`config.mk`:
```
export PLATFORM = sky130hd
export DESIGN_NAME = tmds_char_sync
export DESIGN_NICKNAME = d
export VERILOG_FILES = /design/src/rtl/tmds_align_pkg.sv /design/src/rtl/tmds_ctrl_scan.sv /design/src/rtl/tmds_run_bank.sv /design/src/rtl/tmds_lock_fsm.sv /design/src/rtl/tmds_char_sync.sv
export SDC_FILE = /design/constraint.sdc
export NUM_CORES = 1
export LEC_CHECK = 0
export ABC_CLOCK_PERIOD_IN_PS = 3300
export BUFFER_PORTS_ARGS = -buffer_cell sky130_fd_sc_hd__buf_4
export CAP_MARGIN = 20
export CORE_MARGIN = 8
export CORE_UTILIZATION = 45
export CTS_CLUSTER_SIZE = 14
export DETAILED_ROUTE_END_ITERATION = 10
export MAX_ROUTING_LAYER = met4
export PLACE_DENSITY_LB_ADDON = 0.08
export SLEW_MARGIN = 25
export SYNTH_ARGS = -nofsm -noshare
export SYNTH_HDL_FRONTEND = slang
export SYNTH_SLANG_ARGS = --single-unit
```
`constraint.sdc`:
```
create_clock -name clk -period 3.3 [get_ports clk]
set_input_delay 0.33 -clock clk [delete_from_list [all_inputs] [get_ports clk]]
set_output_delay 0.33 -clock clk [all_outputs]
set_load 0.01 [all_outputs]
```
`src/rtl/tmds_align_pkg.sv`:
```
package tmds_align_pkg;

    localparam int CHAR_W = 10;
    localparam int WIN_W  = 2 * CHAR_W;
    localparam int N_OFF  = CHAR_W;
    localparam int OFF_W  = $clog2(N_OFF);

    typedef logic [CHAR_W-1:0] char_t;
    typedef logic [WIN_W-1:0]  win_t;
    typedef logic [OFF_W-1:0]  off_t;
    typedef logic [N_OFF-1:0]  offvec_t;

    // Lock state carried between the decision logic and the output stage
    typedef struct packed {
        logic sync;
        off_t off;
    } lock_t;

    localparam char_t CTL_A = 10'b1101010100;
    localparam char_t CTL_B = 10'b0010101011;
    localparam char_t CTL_C = 10'b0101010100;
    localparam char_t CTL_D = 10'b1010101011;

    function automatic logic is_ctrl(input char_t c);
        return (c == CTL_A) || (c == CTL_B) || (c == CTL_C) || (c == CTL_D);
    endfunction

    // Lowest set index wins
    function automatic off_t lowest_set(input offvec_t v);
        off_t r;
        r = '0;
        for (int i = N_OFF - 1; i >= 0; i--) begin
            if (v[i]) r = off_t'(i);
        end
        return r;
    endfunction

endpackage

```
`src/rtl/tmds_ctrl_scan.sv`:
```
module tmds_ctrl_scan
    import tmds_align_pkg::*;
(
    input  win_t    win,
    output offvec_t hit
);

    for (genvar k = 0; k < N_OFF; k++) begin : g_tap
        assign hit[k] = is_ctrl(win[k +: CHAR_W]);
    end

endmodule

```
`src/rtl/tmds_run_bank.sv`:
```
module tmds_run_bank
    import tmds_align_pkg::*;
#(
    parameter int LOCK_RUN = 16
) (
    input  logic    clk,
    input  logic    rst,
    input  offvec_t hit,
    output offvec_t reached,
    output offvec_t full
);

    localparam int CNT_W = $clog2(LOCK_RUN + 1);
    localparam logic [CNT_W-1:0] CNT_MAX  = CNT_W'(LOCK_RUN);
    localparam logic [CNT_W-1:0] CNT_LAST = CNT_W'(LOCK_RUN - 1);

    logic [CNT_W-1:0] cnt [N_OFF];

    for (genvar k = 0; k < N_OFF; k++) begin : g_run
        always_ff @(posedge clk) begin
            if (rst) begin
                cnt[k] <= '0;
            end else if (!hit[k]) begin
                cnt[k] <= '0;
            end else if (cnt[k] < CNT_MAX) begin
                cnt[k] <= cnt[k] + 1'b1;
            end
        end

        assign reached[k] = hit[k] && (cnt[k] == CNT_LAST);
        assign full[k]    = hit[k] && (cnt[k] >= CNT_LAST);

        p_cnt_bound_r4: assert property (@(posedge clk) disable iff (rst)
            cnt[k] <= CNT_MAX);

        p_cnt_needs_hit_r5: assert property (@(posedge clk) disable iff (rst)
            (cnt[k] != '0) |-> $past(hit[k]));
    end

endmodule

```
`src/rtl/tmds_lock_fsm.sv`:
```
module tmds_lock_fsm
    import tmds_align_pkg::*;
(
    input  logic    clk,
    input  logic    rst,
    input  offvec_t reached,
    input  offvec_t full,
    output lock_t   lk
);

    lock_t lk_nxt;
    logic  keep_cur;

    always_comb begin
        keep_cur = lk.sync && full[lk.off];
        lk_nxt   = lk;
        if ((reached != '0) && !keep_cur) begin
            lk_nxt.sync = 1'b1;
            lk_nxt.off  = lowest_set(reached);
        end
    end

    always_ff @(posedge clk) begin
        if (rst) lk <= '0;
        else     lk <= lk_nxt;
    end

    p_sync_sticky_r6: assert property (@(posedge clk) disable iff (rst)
        lk.sync |=> lk.sync);

    p_move_needs_run_r7: assert property (@(posedge clk) disable iff (rst)
        (lk.off != $past(lk.off)) |-> ($past(reached) != '0));

    p_hold_full_r7: assert property (@(posedge clk) disable iff (rst)
        (lk.sync && full[lk.off]) |=> $stable(lk.off));

endmodule

```
`src/rtl/tmds_char_sync.sv`:
```
module tmds_char_sync
    import tmds_align_pkg::*;
#(
    parameter int LOCK_RUN = 16
) (
    input  logic              clk,
    input  logic              rst,
    input  logic [CHAR_W-1:0] raw_in,
    output logic [CHAR_W-1:0] char_out,
    output logic              sync_out,
    output logic [OFF_W-1:0]  offset_out
);

    char_t   raw_q;
    win_t    win;
    offvec_t hit;
    offvec_t reached;
    offvec_t full;
    lock_t   lk;
    char_t   char_q;

    always_ff @(posedge clk) begin
        if (rst) raw_q <= '0;
        else     raw_q <= raw_in;
    end

    assign win = {raw_in, raw_q};

    tmds_ctrl_scan u_scan (
        .win (win),
        .hit (hit)
    );

    tmds_run_bank #(.LOCK_RUN(LOCK_RUN)) u_runs (
        .clk     (clk),
        .rst     (rst),
        .hit     (hit),
        .reached (reached),
        .full    (full)
    );

    tmds_lock_fsm u_lock (
        .clk     (clk),
        .rst     (rst),
        .reached (reached),
        .full    (full),
        .lk      (lk)
    );

    always_ff @(posedge clk) begin
        if (rst) char_q <= '0;
        else     char_q <= win[lk.off +: CHAR_W];
    end

    assign char_out   = char_q;
    assign sync_out   = lk.sync;
    assign offset_out = lk.off;

    p_off_range_r2: assert property (@(posedge clk) disable iff (rst)
        offset_out < OFF_W'(N_OFF));

    p_lock_on_ctrl_r4: assert property (@(posedge clk) disable iff (rst)
        $rose(sync_out) |-> ((($past(hit) >> offset_out) & offvec_t'(1)) != '0));

endmodule

```
Yosys cells after proc, flatten, opt, wreduce, memory -nomap -nowiden
Memory sizes are Yosys's and may differ from the RTL's.
Index checks and enable logic that the tools add are counted.
- flip-flop bits (word level): 25
- bits in latches: 0
- bits in writable memories: 50
- ROM bits: 0
- bits of input ports: 12
- output and inout port bits: 15
- logic and storage cells: 265
- memories: 1
- add/subtract/negate cells: 10
- $mul: 0
- divide/modulo/power cells: 0
- magnitude comparators: 21
- eq/ne operators: 50
- shift operators: 1
- muxes and demuxes: 104
- bitwise gates (word level): 20
- reduce and logical (&&, ||, !) cells: 54
- memories (name ; depth ; width ; read ports ; clocked after memory_dff ; wr ports ; RTL line ; text):
    u_runs.cnt ; 10 ; 5 ; 10 ; 0 ; 10 ; tmds_run_bank.sv:17 ; logic [CNT_W-1:0] cnt [N_OFF];
- operator list (kind ; number):
    equality test 10 bit, second input constant ; 20
    equality test 10 x 8 -> 1 bit, second input constant ; 10
    equality test 10 x 9 -> 1 bit, second input constant ; 10
    two-way mux 5 bit ; 20
    two-way mux 1 bit ; 73
    adder 5 x 1 -> 5 bit, second input constant ; 10
    equality test 5 x 4 -> 1 bit, second input constant ; 10
    greater-or-equal comparator 5 x 4 -> 1 bit, second input constant ; 10
    less-than comparator 5 bit, second input constant ; 10
    two-way mux 4 bit ; 10
    logical OR 1 bit ; 30
    logical AND 1 bit ; 22
    bitwise OR 1 bit ; 20
    variable part select 20 x 5 -> 10 bit ; 1
    nonzero test 10 bit ; 1
    less-than comparator 4 x 5 -> 1 bit, second input constant ; 1
    binary-select mux 1 bit (select 4 bit) ; 1
    logical NOT 1 bit ; 1

Depth between registers and ports, before layout
Gate-level depths: netlist (run 1).
- word-level depth: 15
- depth in mapped cells: 10
- depth with buffers taken out: 10

Hierarchy
A second synthesis (run 1) with hierarchy kept.
- cells, all modules: 489
- area total of the unflattened synthesis: 5073.6 µm²
- modules (own cells, without submodules) (module ; times used ; cells an instance ; area each (µm²) ; sequential area each (µm²)):
    tmds_run_bank ; 1 ; 254 ; 2929.1 ; 1501.4
    tmds_char_sync ; 1 ; 140 ; 1415.1 ; 400.4
    tmds_lock_fsm ; 1 ; 47 ; 406.6 ; 100.1
    tmds_ctrl_scan ; 1 ; 48 ; 322.8 ; 0.0

Least setup slack after synthesis (run 1)
No wires, ideal clock.
- kind: register to register
- start: reg u_lock.lk[1] (netlist name)
- end: reg char_q[4], in the netlist char_out[4]
- setup time: 126 ps
- arrival: 1979 ps
- required time: 3174 ps
- setup slack: 1195 ps
- stages on the path, launching flop included: 6
- path buffers: 2
- clock period less this slack: 2105 ps
- path through: dfxtp_1 clkbuf_1 buf_1 mux4_2 mux4_2 nor2b_1
- longest elaborated chain between the ends: 1
- RTL lines (element ; RTL line ; text):
    variable part select 20 x 5 -> 10 bit ; tmds_char_sync.sv:52 ; else char_q <= win[lk.off +: CHAR_W];
    end signal: assignment ; tmds_char_sync.sv:52 ;
    end: declaration ; tmds_char_sync.sv:20 ; char_t char_q;
No other way between the ends.
A chain may end at the register's enable or synchronous reset.

Final worst setup path (run 1)
- start: reg raw_q[6]
- end: reg u_lock.lk[2] (netlist name)
- longest elaborated chain between the ends: 12
- elaborated cells on any way between the ends: 76
- those cells by class: eq/ne: 28; mux: 9; reduce/logical: 39
- RTL lines (element ; RTL line ; text):
    start: declaration ; tmds_char_sync.sv:14 ; char_t raw_q;
    start signal: assignment ; tmds_char_sync.sv:24 ; else raw_q <= raw_in;
    equality test 10 bit or equality test 10 x 8 -> 1 bit (tied branches) ; tmds_align_pkg.sv:25 ; return (c == CTL_A) || (c == CTL_B) || (c == CTL_C) || (c == CTL_D);
    logical OR 1 bit (3 in a row) ; tmds_align_pkg.sv:25 ;
    logical AND 1 bit ; tmds_run_bank.sv:30 ; assign reached[k] = hit[k] && (cnt[k] == CNT_LAST);
    two-way mux 4 bit (7 in a row) ; tmds_align_pkg.sv:33 ; if (v[i]) r = off_t'(i);
Several ways; a longest one is shown, not always the timed one. The select of a mux whose other input is x is not followed.

==> summary.txt, run 1 <==
Timing
  • Max Slew Vio Count: 0
  • Fin crit period: 2.358 ns
  • Worst-margin pin slew: roughly 0.6 ns
  • Hold slack: 0.2276 ns
  • Setup Viol. Count Final: 0
  • Max-slew headroom: between 60% and 70%
  • RSZ-0062 raised after global routing: no
  • Fin crit share: 71.45%
  • Final setup margin: 0.9422 ns
  • Maximum clock rate: approximately 0.42 GHz
  • Fin Setup TNS: 0 ns
  • Setup Skew: roughly 0.0052 ns
  • Final Hold Violating Endpoints: 0

Routing
  • Met2 wire len: 4774 um
  • Post-DRT Antenna Nets: 0
  • Via density: 5.585
  • Metal-1 WL: 4847 um
  • Top Layer Used: met4
  • 1st-pass router iterations: 5
  • Routed WL: 10260 um
  • Wirelength per Cell: 16.21 um
  • DRC Markers: 0
  • DRT iter0 DRCs: 238
  • Met3 wire len: between 400 and 500 um
  • Vias: around 3500

Worst setup path
  • Flop-to-flop setup slack: 0.94 ns
  • CP delay by family, top: compound AO/OA/AOI/OAI gates
  • Crit path depth: 7
  • CP Capture Point: u_lock.lk[2]
  • Worst endpoint required time: 3.57 ns
  • Crit path from: raw_q[6]
  • Worst-path cell chain: or3b_4 -> nor4_2 -> nor2_1 -> o311a_1 -> o22ai_4 -> a21oi_1 -> o32ai_1
  • CP Capture Type: register
  • Crit-path slowest cell: dfxtp_1
  • Startpoint Class: register
  • RR Startpoint: raw_q[6]
  • R2R depth: 7
  • Critical Path Max Stage Delay: 0.48 ns
  • Reg2reg end: u_lock.lk[2]
  • WP buf/inv: 0
  • WP data arrival: 2.62 ns
  • Kind of critical path: register to register
  • CP max FO: 8

CTS
  • Max H-tree Level: 3
  • Post-CTS Hold Buffers: 0
  • Cts repair resizes: 0
  • CTS Buf Count: 9
  • Postcts setup bufs: 0
  • Skew-Pair Late Insertion Delay: between 0.3 and 0.4 ns
  • Clk pin slew, worst setup/hold paths: 0.08 ns
  • Clock sink count: 75
  • Clk buf depth: 2
  • CTS root buffer: clkbuf_8
  • CTS tree: done

Floorplanning
  • I/O pin total: 27
  • Die ar.: 0.01358 mm2
  • Starting Density: between 40% and 50%
  • Total core area: 0.009774 mm2
  • Row count: 36
  • Die Width: between 100 and 150 um
  • Die Y: between 100 and 150 um

Finish
  • Area grow syn2layout: 11.88%
  • Commonest non-fill, non-tap cell in the layout: nor2_1
  • Most frequent cells in the layout: 84 x nor2_1, 50 x edfxtp_1, 32 x buf_4
  • # nets final: 527
  • Share of cells above drive strength 1: 13.80%
  • Final std cells w/o fill: 633
  • Fill cells: 920
  • Diodes inserted: 0

Min path
  • Hold Crit Class: primary input to register

Synthesis
  • Distinct cells, synth: 58
  • Syn_area_per_cell: 9.677 um2
  • Synthesized cell area: 0.004548 mm2
  • Mapped Nets: 502
  • Number of synthesized flops with an enable pin: 50
  • Sequential element share of the synthesized area: 44.02%
  • Ys Warns: 0
  • Synthesis-stage register bit count: 75
  • Async SR Flop Fraction: 0%
  • Top_reg_cell synth: edfxtp_1
  • Mapped Cells: 470

Global routing
  • Number of global-route vias before repair: ~3500
  • Global route overflow: 0
  • Initial antenna violation count: 0
  • Overall Global Routing Usage: 16.77%
  • First-pass GRT wire length: approximately 17000 um
  • Largest net degree at the start of global routing: 41

Place
  • Placer congestion estimate: 0.8367
  • Placed wire-length estimate: ~7700 um
  • Dpl cells: 617
  • Port buffer count: 26
  • Pre-CTS WS: around 0.88 ns

Pwr
  • Power density cells: about 360 mW/mm2
  • VDD IR max: 0.2307 mV
  • Pleak: 0.001968 uW

Outcome
  • Status: finished clean

Job
  • Max_cap viols: 0
==> cell families (layout without fill, tap and decap cells) <==
group | count (synthesis) | count (layout) | share of synthesized area (%)
and+or+nand+nor | 215 | 215 | 24.79
DFF | 75 | 75 | 44.02
AOI/OAI and AO/OA | 74 | 74 | 11.17
xor gates and xnor gates | 20 | 20 | 3.851
adders and majority gates | 20 | 20 | 5.502
buffers and inverters | 40 | 70 | 3.356
muxes | 26 | 26 | 7.318
==> worst min path at each step <==
stage                      start            to  slack (ns)  depth (start not counted)
global route           raw_in[9]      raw_q[9]        0.23                          2
CTS                    raw_in[9]      raw_q[9]        0.21                          2
global placement    u_lock.lk[4]  u_lock.lk[4]        0.49                          2
detailed placement  u_lock.lk[4]  u_lock.lk[4]        0.47                          2
floorplan              raw_in[0]      raw_q[0]        0.46                          1
finish                 raw_in[9]      raw_q[9]        0.23                          2
==> routing by layer <==
layer	global-route usage, %	up-vias
met5	-	-
met4	5.717	0
met3	3.981	12
met2	26.27	71
met1	20.86	1681
li1	-	1771
==> flip-flops by register name (all words and copies together) (netlist names) <==
register and cells:
char_out 10, raw_q 10, u_lock.lk 5, u_runs.cnt 50
==> per-stage QoR <==
step / total power [uW] / util (%) / instance area (um2)
4_1_cts: 1865 / 52.06 / 5089
5_1_grt: 1911 / 52.06 / 5089
2_1_floorplan: 1090 / - / 4548
6_report: 1846 / 52.06 / 5089
3_3_place_gp: 1134 / 49.97 / 4885
3_5_place_dp: 1134 / 49.97 / 4885
==> power by group <==
group          internal, uW  switching (uW)  total, uW
clock                   390             343        733
sequential             1000            15.6       1020
combinational          47.0            50.0       97.0
total                  1440             409       1850
==> Yosys cell counts (all sizes together), types with 2 or more instances <==
library cell  instances  area (um2)
nor2                 84       315.3
edfxtp               50        1501
nand2                31       116.4
dfxtp                25       500.5
a21oi                23       118.9
and3                 21       131.4
inv                  21       78.83
ha                   20       250.2
nor2b                18       112.6
a211oi               15       112.6
clkbuf               14       52.55
o21ai                14       70.06
mux2i                13       130.1
xnor2                12       105.1
nand3                11       55.05
nand4                10       62.56
mux2                  8       90.09
xor2                  8       70.07
and4                  6       55.05
mux4                  5       112.6
buf                   4       17.52
nand2b                4       25.02
nand3b                4       30.03
nor3                  4       20.02
o32ai                 4       35.03
and4bb                3       37.53
nor4                  3       25.02
nor4bb                3       30.03
a22oi                 2       15.01
a31oi                 2       12.51
and2                  2       12.51
and4b                 2       20.02
nand4b                2       17.52
nor3b                 2       15.01
o211ai                2       15.01
o311a                 2       20.02
or3b                  2       20.02
==> worst register-to-register path: stages (launching register included) <==
cell     delay (ns)
dfxtp_1        0.48
or3b_4         0.46
nor4_2         0.28
nor2_1         0.11
o311a_1        0.42
o22ai_4        0.22
a21oi_1        0.10
o32ai_1        0.20
==> layout make-up <==
type                            count  area, um2  area share [%]
Multi-Input combinational cell    355       2394           47.04
Tap cell                          133      166.4           3.270
Inverter                           22      82.58           1.623
Clock inverter                      4      48.80          0.9589
Sequential cell                    75       2002           39.34
Clock buffer                       12      155.1           3.049
Timing Repair Buffer               32      240.2           4.721
(Power assumes the default switching activity.)
==> inputs of run 2 (changes only) <==
--- a/config.mk
+++ b/config.mk
@@ -5,7 +5,8 @@
 export SDC_FILE = /design/constraint.sdc
 export NUM_CORES = 1
 export LEC_CHECK = 0
-export ABC_CLOCK_PERIOD_IN_PS = 3300
+export ABC_AREA = 1
+export ABC_CLOCK_PERIOD_IN_PS = 1950
 export BUFFER_PORTS_ARGS = -buffer_cell sky130_fd_sc_hd__buf_4
 export CAP_MARGIN = 20
 export CORE_MARGIN = 8
==> constraint.sdc (replaced) <==
create_clock -name clk -period 1.95 [get_ports clk]
set_input_delay 0.195 -clock clk [delete_from_list [all_inputs] [get_ports clk]]
set_output_delay 0.195 -clock clk [all_outputs]
set_load 0.01 [all_outputs]
==> run 2 against run 1 <==
Compared with the run above: routed wire length up 6.5%; fmax increased by 23%; non-clock buffer count increased by 20; hold slack worse by 0.16 ns; global-route usage down 0.054 points; count of clock-buffer cells in the layout is 1 lower; die area up 2.3%; synthesized area up 2.6%; cell count up 29%; critical path type unchanged; largest cell class unchanged.
==> summary.txt, run 2 <==
Pwr
  • Internal: about 2300 uW
  • Power density cells: 572.7 mW/mm2
  • Clock power share: 38.3%
  • Switching Share: 23.80%
  • Net switching power: approximately 730 uW
  • Combinational group share of total power: approximately 6.2%
  • Pleak: between 0.002 and 0.0025 uW
  • Sequential cell fraction of total power: a little under three fifths
  • Total power: 3079 uW
  • VDD IR max: 0.2811 mV

Synthesis
  • Ys Warns: 0
  • Number of synthesized flops with an enable pin: 50
  • Synthesis-stage register bit count: 75
  • Mapped Cells: 627
  • Syn_area_per_cell: 7.445 um2
  • Distinct cells, synth: 32
  • Count leader, synth: nand2_1
  • Mapped Nets: 659
  • Top post-synthesis cells by count: 169 x nand2_1, 99 x nor2_1, 77 x inv_1
  • Top_reg_cell synth: edfxtp_1
  • Largest cells by area after synthesis: edfxtp_1 32%, nand2_1 14%, dfxtp_1 11%
  • Sequential element share of the synthesized area: a little over two fifths
  • Area leader, netlist: edfxtp_1
  • Synthesized cell area: 0.004668 mm2
  • Async SR Flop Fraction: 0%
  • Share of the synthesized area in the top cell type: 32.16%

Timing
  • Fin Setup TNS: 0 ns
  • Final Hold Violating Endpoints: 0
  • Worst-margin pin slew: about 0.49 ns
  • Fin crit share: a little under 100%
  • Setup Viol. Count Final: 0
  • Max Slew Vio Count: 0
  • Maximum clock rate: 0.5198 GHz
  • RSZ-0062 raised after global routing: yes
  • Fin crit period: slightly below 2 ns
  • Hold slack: 0.06925 ns
  • Max-slew headroom: just under 70%
  • Setup Skew: 0.009217 ns

CTS
  • CTS root buffer: clkbuf_8
  • Post-CTS Hold Buffers: 0
  • Clk pin slew, worst setup/hold paths: 0.08 ns
  • CTS tree: done
  • Skew-Pair Late Insertion Delay: about 0.36 ns
  • CTS Buf Count: 9
  • Max H-tree Level: 3
  • Clock sink count: 75
  • Clk buf depth: 2

Job
  • Max_cap viols: 0

Global routing
  • Overall Global Routing Usage: 16.72%
  • Largest net degree at the start of global routing: 29
  • First-pass GRT wire length: 18620 um
  • Number of global-route vias before repair: 4119
  • Gr busiest metal: met2
  • Global route overflow: 0
  • Met1 usage: 19.73%
  • Met3 GRT Util: 3.213%
  • Initial antenna violation count: 0
  • Met2 Resource Use GR: 26.90%

Worst setup path
  • Worst endpoint required time: 2.25 ns
  • Flop-to-flop setup slack: 0.03 ns
  • R2R depth: 14
  • CP Capture Type: register
  • Worst-path cell chain: ha_2 -> nand2_2 -> nor2_2 -> ha_2 -> nor2_1 -> a21oi_1 -> nand2_1 -> nand2_1 -> nand2_1 -> a21oi_2 -> nand3_4 -> nand2_4 -> nand2_1 -> a21oi_2
  • Crit path top cell by count: nand2_1
  • CP max FO: 5
  • Crit-path slowest cell: edfxtp_1
  • CP delay by family, top: simple AND/OR/NAND/NOR gates
  • Startpoint Class: register
  • Reg2reg end: u_lock.lk[3]
  • WP data arrival: 2.23 ns
  • RR Startpoint: u_runs.cnt[4][0]
  • WP buf/inv: 0
  • Critical Path Max Stage Delay: 0.37 ns
  • Kind of critical path: register to register

Outcome
  • Status: finished clean

Routing
  • 1st-pass router iterations: 5
  • DRC Markers: 0
  • Via density: 5.113
  • Vias: 4172
  • Routed WL: 10930 um
  • DRT iter0 DRCs: 268
  • Wirelength per Cell: 13.40 um
  • Post-DRT Antenna Nets: 0

Min path
  • Hold Crit Depth: 3
  • Hold path endpoint: raw_q[9]
  • Hold Startpoint: raw_in[9]
  • Hold Crit Class: primary input to register

Floorplanning
  • Starting Density: 45.84%
  • Row count: 37
  • Die ar.: 0.01389 mm2
  • Total core area: 0.01018 mm2
  • Die Y: 117.9 um
  • Die Width: roughly 120 um
  • I/O pin total: 27

Place
  • DP Area: around 0.0051 mm2
  • Port buffer count: 26
  • Dpl cells: 794
  • Placed wire-length estimate: ~8500 um
  • Placer congestion estimate: 0.8764

Finish
  • Diodes inserted: 0
  • Area grow syn2layout: 15.17%
  • # nets final: between 700 and 800
  • Fill cells: 1032
  • Max FFs per register: 50
  • Final std cells w/o fill: 816
  • Most frequent cells in the layout: 166 x nand2_1, 98 x nor2_1, 77 x inv_1
  • Design area: 0.005376 mm2
  • Commonest non-fill, non-tap cell in the layout: nand2_1
  • Biggest register: u_runs.cnt
  • Share of cells above drive strength 1: between 10% and 20%
## run 2: timing repair
action,in CTS,in global routing
setup buffers,1,5
pin swaps,0,6
endpoints found under the setup margin,1,7
cloned,0,0
gates resized for setup,0,16
## run 2: worst reg2reg max path: stages (launching register included)
cell	delay, ns
edfxtp_1	0.37
ha_2	0.20
nand2_2	0.06
nor2_2	0.09
ha_2	0.19
nor2_1	0.04
a21oi_1	0.12
nand2_1	0.06
nand2_1	0.07
nand2_1	0.06
a21oi_2	0.20
nand3_4	0.12
nand2_4	0.11
nand2_1	0.07
a21oi_2	0.11
## run 2: cell families after synthesis
logic type,after synthesis,synth area share [%]
mux,2,0.4289
compound gates,68,8.362
simple gates,365,34.25
fa+ha+maj,20,5.360
flops,75,42.88
buf+inv,97,8.711
## run 2: area by class of cell
class / count / area [um2] / share of cell area (%)
Multi-Input combinational cell: 455 / 2307 / 42.91
Sequential cell: 75 / 2003 / 37.26
Timing Repair Buffer: 52 / 402.9 / 7.494
Inverter: 82 / 307.8 / 5.725
Tap cell: 136 / 170.2 / 3.165
Clock buffer: 11 / 131.4 / 2.444
Clock inverter: 5 / 53.80 / 1.001
## run 2: routing by layer
metal | vias to the layer above | wire (um) | share of wire (%)
met5 | - | 0 | 0
met4 | 0 | 248 | 2.3
met3 | 20 | 481 | 4.4
met2 | 83 | 5144 | 47
met1 | 1904 | 5059 | 46
li1 | 2165 | - | -
## run 2: power groups by stage
stage	logic [uW]	registers, uW	clock network (uW)
after global routing	215	1710	1270
final	190	1710	1180
after CTS	189	1710	1210
after floorplan	109	1750	0
after detailed placement	189	1750	0
after global placement	188	1750	0
## run 2: how the worst max path moves through the flow
stage	end	slack [ns]	start	cells past startpoint
final	u_lock.lk[3]	0.03	u_runs.cnt[4][0]	14
after global routing	u_lock.lk[3]	-0.17	u_runs.cnt[4][1]	14
after CTS	u_lock.lk[0]	0.01	u_runs.cnt[1][0]	13
after detailed placement	u_lock.lk[2]	0.03	u_runs.cnt[4][1]	14
after global placement	u_lock.lk[0]	0.06	u_runs.cnt[1][0]	13
after floorplan	u_lock.lk[3]	0.23	u_runs.cnt[4][0]	14
## run 2: per-stage QoR
step	utilization, %	worst slack, ns
CTS	51.94	0.01231
global placement	50.05	0.06363
global route	52.79	-0.1700
floorplan	-	0.2264
finish	52.79	0.02633
detailed placement	50.05	0.02717
